**config.mk**
```make
export PLATFORM = sky130hd
export DESIGN_NAME = mem_scan_tap
export DESIGN_NICKNAME = d
export VERILOG_FILES = /design/src/rtl/mem_scan_pkg.sv /design/src/rtl/mem_scan_ctrl.sv /design/src/rtl/mem_scan_dp.sv /design/src/rtl/mem_scan_tap.sv
export SDC_FILE = /design/constraint.sdc
export NUM_CORES = 1
export LEC_CHECK = 0
export BUFFER_PORTS_ARGS = -buffer_cell sky130_fd_sc_hd__buf_2
export CAP_MARGIN = 25
export CORE_MARGIN = 2
export CORE_UTILIZATION = 40
export CTS_CLUSTER_DIAMETER = 100
export CTS_CLUSTER_SIZE = 40
export DETAILED_ROUTE_END_ITERATION = 16
export PLACE_DENSITY = 0.56
export SYNTH_ARGS = -nofsm -noshare
export SYNTH_HDL_FRONTEND = slang
export SYNTH_HIERARCHICAL = 1
export SYNTH_SLANG_ARGS = --single-unit
```
**constraint.sdc**
```tcl
create_clock -name tck -period 2.65 [get_ports tck]
set_clock_uncertainty 0.2 [all_clocks]
set_input_delay 0.1325 -clock tck [delete_from_list [all_inputs] [get_ports tck]]
set_output_delay 0.1325 -clock tck [all_outputs]
set_load 0.005 [all_outputs]
```
**src/rtl/mem_scan_pkg.sv**
```systemverilog
package mem_scan_pkg;

  localparam int IR_W = 3;
  localparam int ID_W = 32;

  localparam logic [IR_W-1:0] OP_EXTEST  = 3'b000;
  localparam logic [IR_W-1:0] OP_IDCODE  = 3'b001;
  localparam logic [IR_W-1:0] OP_SAMPLEZ = 3'b010;
  localparam logic [IR_W-1:0] OP_SAMPLE  = 3'b100;
  localparam logic [IR_W-1:0] OP_BYPASS  = 3'b111;
  localparam logic [IR_W-1:0] IR_CAPTURE = 3'b001;

  typedef enum logic [3:0] {
    TAP_RESET, TAP_IDLE,
    TAP_SEL_DR, TAP_CAP_DR, TAP_SHF_DR, TAP_EX1_DR, TAP_PAU_DR, TAP_EX2_DR, TAP_UPD_DR,
    TAP_SEL_IR, TAP_CAP_IR, TAP_SHF_IR, TAP_EX1_IR, TAP_PAU_IR, TAP_EX2_IR, TAP_UPD_IR
  } tapState_t;

  typedef enum logic [1:0] {
    PATH_BYP = 2'd0,
    PATH_ID  = 2'd1,
    PATH_BSR = 2'd2
  } drPath_t;

  typedef struct packed {
    logic    captureDr;
    logic    shiftDr;
    logic    updateDr;
    logic    shiftIr;
    drPath_t path;
  } scanStrobe_t;

endpackage

```
**src/rtl/mem_scan_ctrl.sv**
```systemverilog
module mem_scan_ctrl
  import mem_scan_pkg::*;
(
  input  logic        tck,
  input  logic        trstN,
  input  logic        tmsIn,
  input  logic        tdiIn,
  output scanStrobe_t strobe,
  output logic        irTdo,
  output logic        pinHiZ
);

  tapState_t tapState, tapNext;
  logic [IR_W-1:0] irShift;
  logic [IR_W-1:0] activeIr;

  // Controller next-state function
  always_comb begin
    tapNext = tapState;
    unique case (tapState)
      TAP_RESET:  tapNext = tmsIn ? TAP_RESET  : TAP_IDLE;
      TAP_IDLE:   tapNext = tmsIn ? TAP_SEL_DR : TAP_IDLE;
      TAP_SEL_DR: tapNext = tmsIn ? TAP_SEL_IR : TAP_CAP_DR;
      TAP_CAP_DR: tapNext = tmsIn ? TAP_EX1_DR : TAP_SHF_DR;
      TAP_SHF_DR: tapNext = tmsIn ? TAP_EX1_DR : TAP_SHF_DR;
      TAP_EX1_DR: tapNext = tmsIn ? TAP_UPD_DR : TAP_PAU_DR;
      TAP_PAU_DR: tapNext = tmsIn ? TAP_EX2_DR : TAP_PAU_DR;
      TAP_EX2_DR: tapNext = tmsIn ? TAP_UPD_DR : TAP_SHF_DR;
      TAP_UPD_DR: tapNext = tmsIn ? TAP_SEL_DR : TAP_IDLE;
      TAP_SEL_IR: tapNext = tmsIn ? TAP_RESET  : TAP_CAP_IR;
      TAP_CAP_IR: tapNext = tmsIn ? TAP_EX1_IR : TAP_SHF_IR;
      TAP_SHF_IR: tapNext = tmsIn ? TAP_EX1_IR : TAP_SHF_IR;
      TAP_EX1_IR: tapNext = tmsIn ? TAP_UPD_IR : TAP_PAU_IR;
      TAP_PAU_IR: tapNext = tmsIn ? TAP_EX2_IR : TAP_PAU_IR;
      TAP_EX2_IR: tapNext = tmsIn ? TAP_UPD_IR : TAP_SHF_IR;
      TAP_UPD_IR: tapNext = tmsIn ? TAP_SEL_DR : TAP_IDLE;
      default:    tapNext = TAP_RESET;
    endcase
  end

  always_ff @(posedge tck or negedge trstN) begin
    if (!trstN) tapState <= TAP_RESET;
    else        tapState <= tapNext;
  end

  // Instruction shift stage
  always_ff @(posedge tck or negedge trstN) begin
    if (!trstN)                      irShift <= IR_CAPTURE;
    else if (tapState == TAP_CAP_IR) irShift <= IR_CAPTURE;
    else if (tapState == TAP_SHF_IR) irShift <= {tdiIn, irShift[IR_W-1:1]};
  end

  // Active instruction: changes only at update or test-logic reset
  always_ff @(posedge tck or negedge trstN) begin
    if (!trstN)                      activeIr <= OP_IDCODE;
    else if (tapState == TAP_RESET)  activeIr <= OP_IDCODE;
    else if (tapState == TAP_UPD_IR) activeIr <= irShift;
  end

  // Instruction decode
  drPath_t pathSel;
  logic    hizSel;
  always_comb begin
    unique case (activeIr)
      OP_EXTEST:  begin pathSel = PATH_BSR; hizSel = 1'b1; end
      OP_IDCODE:  begin pathSel = PATH_ID;  hizSel = 1'b0; end
      OP_SAMPLEZ: begin pathSel = PATH_BSR; hizSel = 1'b1; end
      OP_SAMPLE:  begin pathSel = PATH_BSR; hizSel = 1'b0; end
      default:    begin pathSel = PATH_BYP; hizSel = 1'b0; end
    endcase
  end

  assign strobe.captureDr = (tapState == TAP_CAP_DR);
  assign strobe.shiftDr   = (tapState == TAP_SHF_DR);
  assign strobe.updateDr  = (tapState == TAP_UPD_DR);
  assign strobe.shiftIr   = (tapState == TAP_SHF_IR);
  assign strobe.path      = pathSel;
  assign irTdo            = irShift[0];
  assign pinHiZ           = hizSel;

  // test-logic reset always restores the identification instruction
  assert_reset_idcode_R3: assert property (@(posedge tck) disable iff (!trstN)
    (tapState == TAP_RESET) |=> (activeIr == OP_IDCODE));

  // instruction holds outside update and reset
  assert_ir_hold_R2: assert property (@(posedge tck) disable iff (!trstN)
    (tapState != TAP_UPD_IR && tapState != TAP_RESET) |=> $stable(activeIr));

  // output disable moves only after update-IR or reset
  assert_hiz_source_R12: assert property (@(posedge tck) disable iff (!trstN)
    !$stable(pinHiZ) |-> ($past(tapState) == TAP_UPD_IR || $past(tapState) == TAP_RESET));

  // capture-IR leaves the fixed pattern in the shift stage
  assert_ir_capture_R1: assert property (@(posedge tck) disable iff (!trstN)
    (tapState == TAP_CAP_IR) |=> (irShift == IR_CAPTURE));

endmodule

```
**src/rtl/mem_scan_dp.sv**
```systemverilog
module mem_scan_dp
  import mem_scan_pkg::*;
#(
  parameter logic [ID_W-1:0] ID_CODE = 32'h1A5C_E0F3,
  parameter int              BSR_LEN = 16
) (
  input  logic               tck,
  input  logic               trstN,
  input  logic               tdiIn,
  input  scanStrobe_t        strobe,
  input  logic               irTdo,
  input  logic [BSR_LEN-1:0] pinSnap,
  output logic               tdoOut,
  output logic               tdoDrive
);

  logic               bypReg;
  logic [ID_W-1:0]    idReg;
  logic [BSR_LEN-1:0] bsrReg;
  logic               drTdo;

  always_ff @(posedge tck or negedge trstN) begin
    if (!trstN) bypReg <= 1'b0;
    else if (strobe.path == PATH_BYP) begin
      if (strobe.captureDr)    bypReg <= 1'b0;
      else if (strobe.shiftDr) bypReg <= tdiIn;
    end
  end

  always_ff @(posedge tck or negedge trstN) begin
    if (!trstN) idReg <= '0;
    else if (strobe.path == PATH_ID) begin
      if (strobe.captureDr)    idReg <= ID_CODE;
      else if (strobe.shiftDr) idReg <= {tdiIn, idReg[ID_W-1:1]};
    end
  end

  // Boundary register: capture and shift only, no update stage
  always_ff @(posedge tck or negedge trstN) begin
    if (!trstN) bsrReg <= '0;
    else if (strobe.path == PATH_BSR) begin
      if (strobe.captureDr)    bsrReg <= pinSnap;
      else if (strobe.shiftDr) bsrReg <= {tdiIn, bsrReg[BSR_LEN-1:1]};
    end
  end

  always_comb begin
    unique case (strobe.path)
      PATH_ID:  drTdo = idReg[0];
      PATH_BSR: drTdo = bsrReg[0];
      default:  drTdo = bypReg;
    endcase
  end

  // Serial output retimed to the falling edge
  always_ff @(negedge tck or negedge trstN) begin
    if (!trstN) begin
      tdoOut   <= 1'b0;
      tdoDrive <= 1'b0;
    end else begin
      tdoOut   <= strobe.shiftIr ? irTdo : drTdo;
      tdoDrive <= strobe.shiftIr | strobe.shiftDr;
    end
  end

  // bypass stage captures zero
  assert_bypass_zero_R8: assert property (@(posedge tck) disable iff (!trstN)
    (strobe.captureDr && strobe.path == PATH_BYP) |=> (bypReg == 1'b0));

  // snapshot equals the pins seen at the capture edge
  assert_bsr_snapshot_R5: assert property (@(posedge tck) disable iff (!trstN)
    (strobe.captureDr && strobe.path == PATH_BSR) |=> (bsrReg == $past(pinSnap)));

  // update-DR leaves the boundary register untouched
  assert_no_preload_R10: assert property (@(posedge tck) disable iff (!trstN)
    strobe.updateDr |=> $stable(bsrReg));

  // drive enable seen at a rising edge matches the current shift state
  assert_tdo_drive_R11: assert property (@(posedge tck) disable iff (!trstN)
    tdoDrive == (strobe.shiftIr | strobe.shiftDr));

endmodule

```
**src/rtl/mem_scan_tap.sv**
```systemverilog
module mem_scan_tap
  import mem_scan_pkg::*;
#(
  parameter logic [31:0] ID_CODE = 32'h1A5C_E0F3,
  parameter int          BSR_LEN = 16
) (
  input  logic               tck,
  input  logic               trstN,
  input  logic               tmsIn,
  input  logic               tdiIn,
  input  logic [BSR_LEN-1:0] pinSnap,
  output logic               tdoOut,
  output logic               tdoDrive,
  output logic               pinHiZ
);

  scanStrobe_t strobe;
  logic        irTdo;

  mem_scan_ctrl ctrl_i (
    .tck    (tck),
    .trstN  (trstN),
    .tmsIn  (tmsIn),
    .tdiIn  (tdiIn),
    .strobe (strobe),
    .irTdo  (irTdo),
    .pinHiZ (pinHiZ)
  );

  mem_scan_dp #(
    .ID_CODE (ID_CODE),
    .BSR_LEN (BSR_LEN)
  ) dp_i (
    .tck      (tck),
    .trstN    (trstN),
    .tdiIn    (tdiIn),
    .strobe   (strobe),
    .irTdo    (irTdo),
    .pinSnap  (pinSnap),
    .tdoOut   (tdoOut),
    .tdoDrive (tdoDrive)
  );

endmodule

```
# Yosys cells after proc, flatten, opt, wreduce, memory -nomap -nowiden
# Index checks and enable logic that the tools add are counted.
classes:
  eq_ne: 20
  muxes: 27
  n_bitwise: 1
  reduce_logical: 14
ops:
  columns: ["cell", "count"]
  rows:
  - ["$mux W32", 2]
  - ["$pmux W4 S12", 1]
  - ["$eq A4 B4 Y1 const B", 8]
  - ["$mux W16", 2]
  - ["$mux W3", 6]
  - ["$eq A4 B3 Y1 const B", 4]
  - ["$mux W4", 4]
  - ["$eq A4 B2 Y1 const B", 2]
  - ["$mux W1", 7]
  - ["$mux W2", 3]
  - ["$reduce_and A2 Y1", 3]
  - ["$reduce_bool A2 Y1", 3]
  - ["$reduce_or A2 Y1", 3]
  - ["$reduce_or A3 Y1", 2]
  - ["$eq A4 B1 Y1 const B", 1]
  - ["$logic_not A4 Y1", 1]
  - ["$pmux W2 S2", 1]
  - ["$eq A3 B1 Y1 const B", 1]
  - ["$eq A3 B2 Y1 const B", 1]
  - ["$eq A3 B3 Y1 const B", 1]
  - ["$logic_not A3 Y1", 1]
  - ["$eq A2 B1 Y1 const B", 1]
  - ["$eq A2 B2 Y1 const B", 1]
  - ["$logic_not A2 Y1", 1]
  - ["other kinds (2)", 2]
word_totals:
  regBits: 61
  in_bits: 20
  output_inout_bits: 3
  word_cells: 70

# Depth between registers and ports, before layout
depth:
  word_depth: 6
  ltp_mapped: 8
  mapped_depth_nobuf: 7

# Cells and area by module
# The synthesis kept the hierarchy.
modules_own_cells:
  columns: ["module", "n_inst", "cells_per_inst", "area_each_um2"]
  rows:
  - ["mem_scan_dp", 1, 227, 2244.7]
  - ["mem_scan_ctrl", 1, 76, 629.4]

==> reports/results.txt <==
critical path capture point type -> flip-flop
nets -> 378
Root Driver -> clkbuf_8
first-pass GRT wire length -> 9060 um
CTS tree -> done
cells after synthesis -> 302
Clk pwr share -> 22.3%
Post-CTS Setup Repair Bufs -> 0
Die Y -> 88.7 um
count of final hold-check violations -> 0
critical path, cell by cell -> inv_2 -> nor3_4 -> inv_2 -> ha_4 -> nand2b_4 -> a221oi_2 -> nor3_1
status -> finished with violations
CTS Sinks -> 61
max_cap viols -> 0
drt first pass iters -> 4
syn nets -> 325
failing checks -> setup timing
sequential power share -> 39.4%
P_sw -> 0.00126 W
slowest CP cell -> dfstp_2
crit path DAT -> 1.67 ns
port bufs -> 22
RSZ-0062 raised after global routing -> true
drt via density -> 4.70
Worst-Margin Slew -> 0.510 ns
Worst Reg-to-Reg Cells -> 7
post-DP HPWL -> 3400 um
initial antenna violation count -> 0
setup ws final -> -0.384 ns
I/O pin cnt -> 23
# rows -> 30
critical path startpoint category -> flip-flop
vias in the first global route -> 2051
kind of critical path -> flip-flop to flip-flop
Clock transition at path regs -> 0.07 ns
final setup fails -> 1
Worst Path Max Fanout -> 2
Worst-Skew Late Latency -> 0.33 ns
most used cell, CP -> inv_2
synthesized area per cell -> 9.50 sq um
Cell Area, Placed -> 0.00316 sq mm
synthesized area -> 0.00287 sq mm
DR DRC count -> 0
Core Region -> 0.00687 sq mm
GP Congestion -> 0.760
WL/cell -> 11.3 um
Buf/Inv on CP -> 2
clock tree buffer depth -> 2
PwrDens -> 997 mW/mm^2
internal power -> 0.00232 W
Die ar. -> 0.00787 sq mm
layout cells sized above 1 -> 21.1%
worst min-delay path class -> primary input to asynchronous set/reset pin
Switching Fraction -> 35.3%
Leakage -> 1.63 nW
Synth Warn # -> 6
Initial Util -> 41.8%
Setup TNS -> -0.384 ns
Congestion Overflow GR -> 0
slew margin rel. -> 66.0%
CP peak stage delay -> 0.54 ns
H-tree levels -> 3
cts bufs inserted -> 9
final non-filler cell area -> 0.00359 sq mm
Routed WL -> 5170 um
Starting DRT DRC Count -> 121
fin. max-slew vios -> 0
Tot GR Track Use -> 15.0%
final core utilization -> 52.3%
Peak VDD IR -> 0.423 mV
Vias -> 2144
die span in x -> 88.7 um
WP data required -> 1.29 ns
largest net degree at the start of global routing -> 65
combinational share of power -> 38.2%
n_diodes -> 0
Area Overhead vs Synth -> 25.3%
post-route ant nets -> 0
CP Depth -> 7
CP delay by family, top -> flip-flops
## stage by stage
step / setup WS (ns) / power, W / std cells / hold WS (ns)
after global placement: -0.396 / 0.00272 / 419 / -0.243
after CTS: -0.435 / 0.00360 / 455 / 0.207
after floorplan: -0.364 / 0.00246 / 302 / -0.363
final: -0.384 / 0.00358 / 456 / 0.201
after global routing: -0.463 / 0.00389 / 456 / 0.282
after detailed placement: -0.414 / 0.00275 / 419 / -0.241
## sequential cells by signal, summed over array words and instances (netlist names)
| name | flops |
|---|---|
| dp_i/tdoOut | 1 |
| ctrl_i/activeIr | 3 |
| ctrl_i/irShift | 3 |
| dp_i/bsrReg | 16 |
| dp_i/tdoDrive | 1 |
| dp_i/idReg | 32 |
| ctrl_i/tapState | 4 |
| dp_i/bypReg | 1 |
## layout make-up
type                    instances  area (sq um)
fillers                       629          3270
flip-flops and latches         61          1530
multi-input cells             212          1230
repair buffers                 63           488
clock buffers                  12           145
well taps                      96           120
clock inverters                 4          47.5
inverters                       8          32.5
## worst reg2reg max path: cells and delay by family (launching register included)
kind            cells  cell delay [ns]
fa+ha+maj           1             0.28
simple gates        3             0.24
flops               1             0.54
compound gates      1             0.16
buf+inv             2             0.12
## routing by layer
layer,share of wire (%),vias to the layer above,GRT usage (%)
li1,-,1118,-
met1,49,999,19.5
met2,47,20,23.5
met3,2.2,7,3.36
met4,1.8,0,7.44
met5,0,-,0
## path summary, 6_finish.rpt
check                                    from        endpoint  slack, ns
setup / recovery           ctrl_i/activeIr[0]     dp_i/tdoOut      -0.38
hold / removal                          trstN   dp_i/idReg[4]       0.20
setup reg to reg           ctrl_i/activeIr[0]     dp_i/tdoOut      -0.38
hold reg to reg                dp_i/bsrReg[5]  dp_i/bsrReg[5]       0.28
max in group asynchronous               trstN     dp_i/tdoOut       0.92
min in group tck               dp_i/bsrReg[5]  dp_i/bsrReg[5]       0.28
## layout by cell type (no fill, tap or decap), types with 4 or more instances in the layout
| master | n |
|---|---|
| nor2_1 | 23 |
| buf_2 | 22 |
| nand2_1 | 54 |
| o22ai_1 | 5 |
| mux2i_1 | 15 |
| dlygate4sd3_1 | 20 |
| buf_4 | 19 |
| nor2b_1 | 4 |
| nand2b_1 | 16 |
| inv_1 | 5 |
| dfrtp_1 | 57 |
| nor3_1 | 4 |
| o21ai_1 | 10 |
| o21ai_0 | 42 |
| clkbuf_8 | 10 |
| a21oi_1 | 5 |
## power groups by stage
| stage | clock network, W | logic [W] | registers (W) |
|---|---|---|---|
| floorplan | 0 | 0.00106 | 0.00140 |
| global placement | 0 | 0.00130 | 0.00142 |
| detailed placement | 0 | 0.00132 | 0.00143 |
| CTS | 0.000830 | 0.00136 | 0.00141 |
| global route | 0.000867 | 0.00157 | 0.00145 |
| finish | 0.000801 | 0.00137 | 0.00141 |
## repair_timing
item                                   in CTS  in global routing
setup endpoints to repair                   1                  1
hold buffers                               20                  0
endpoints found under the hold margin      79                  0
resized for setup                           1                  4
pin swaps                                   0                  0
Note: power is estimated with default switching activity, not from simulation.
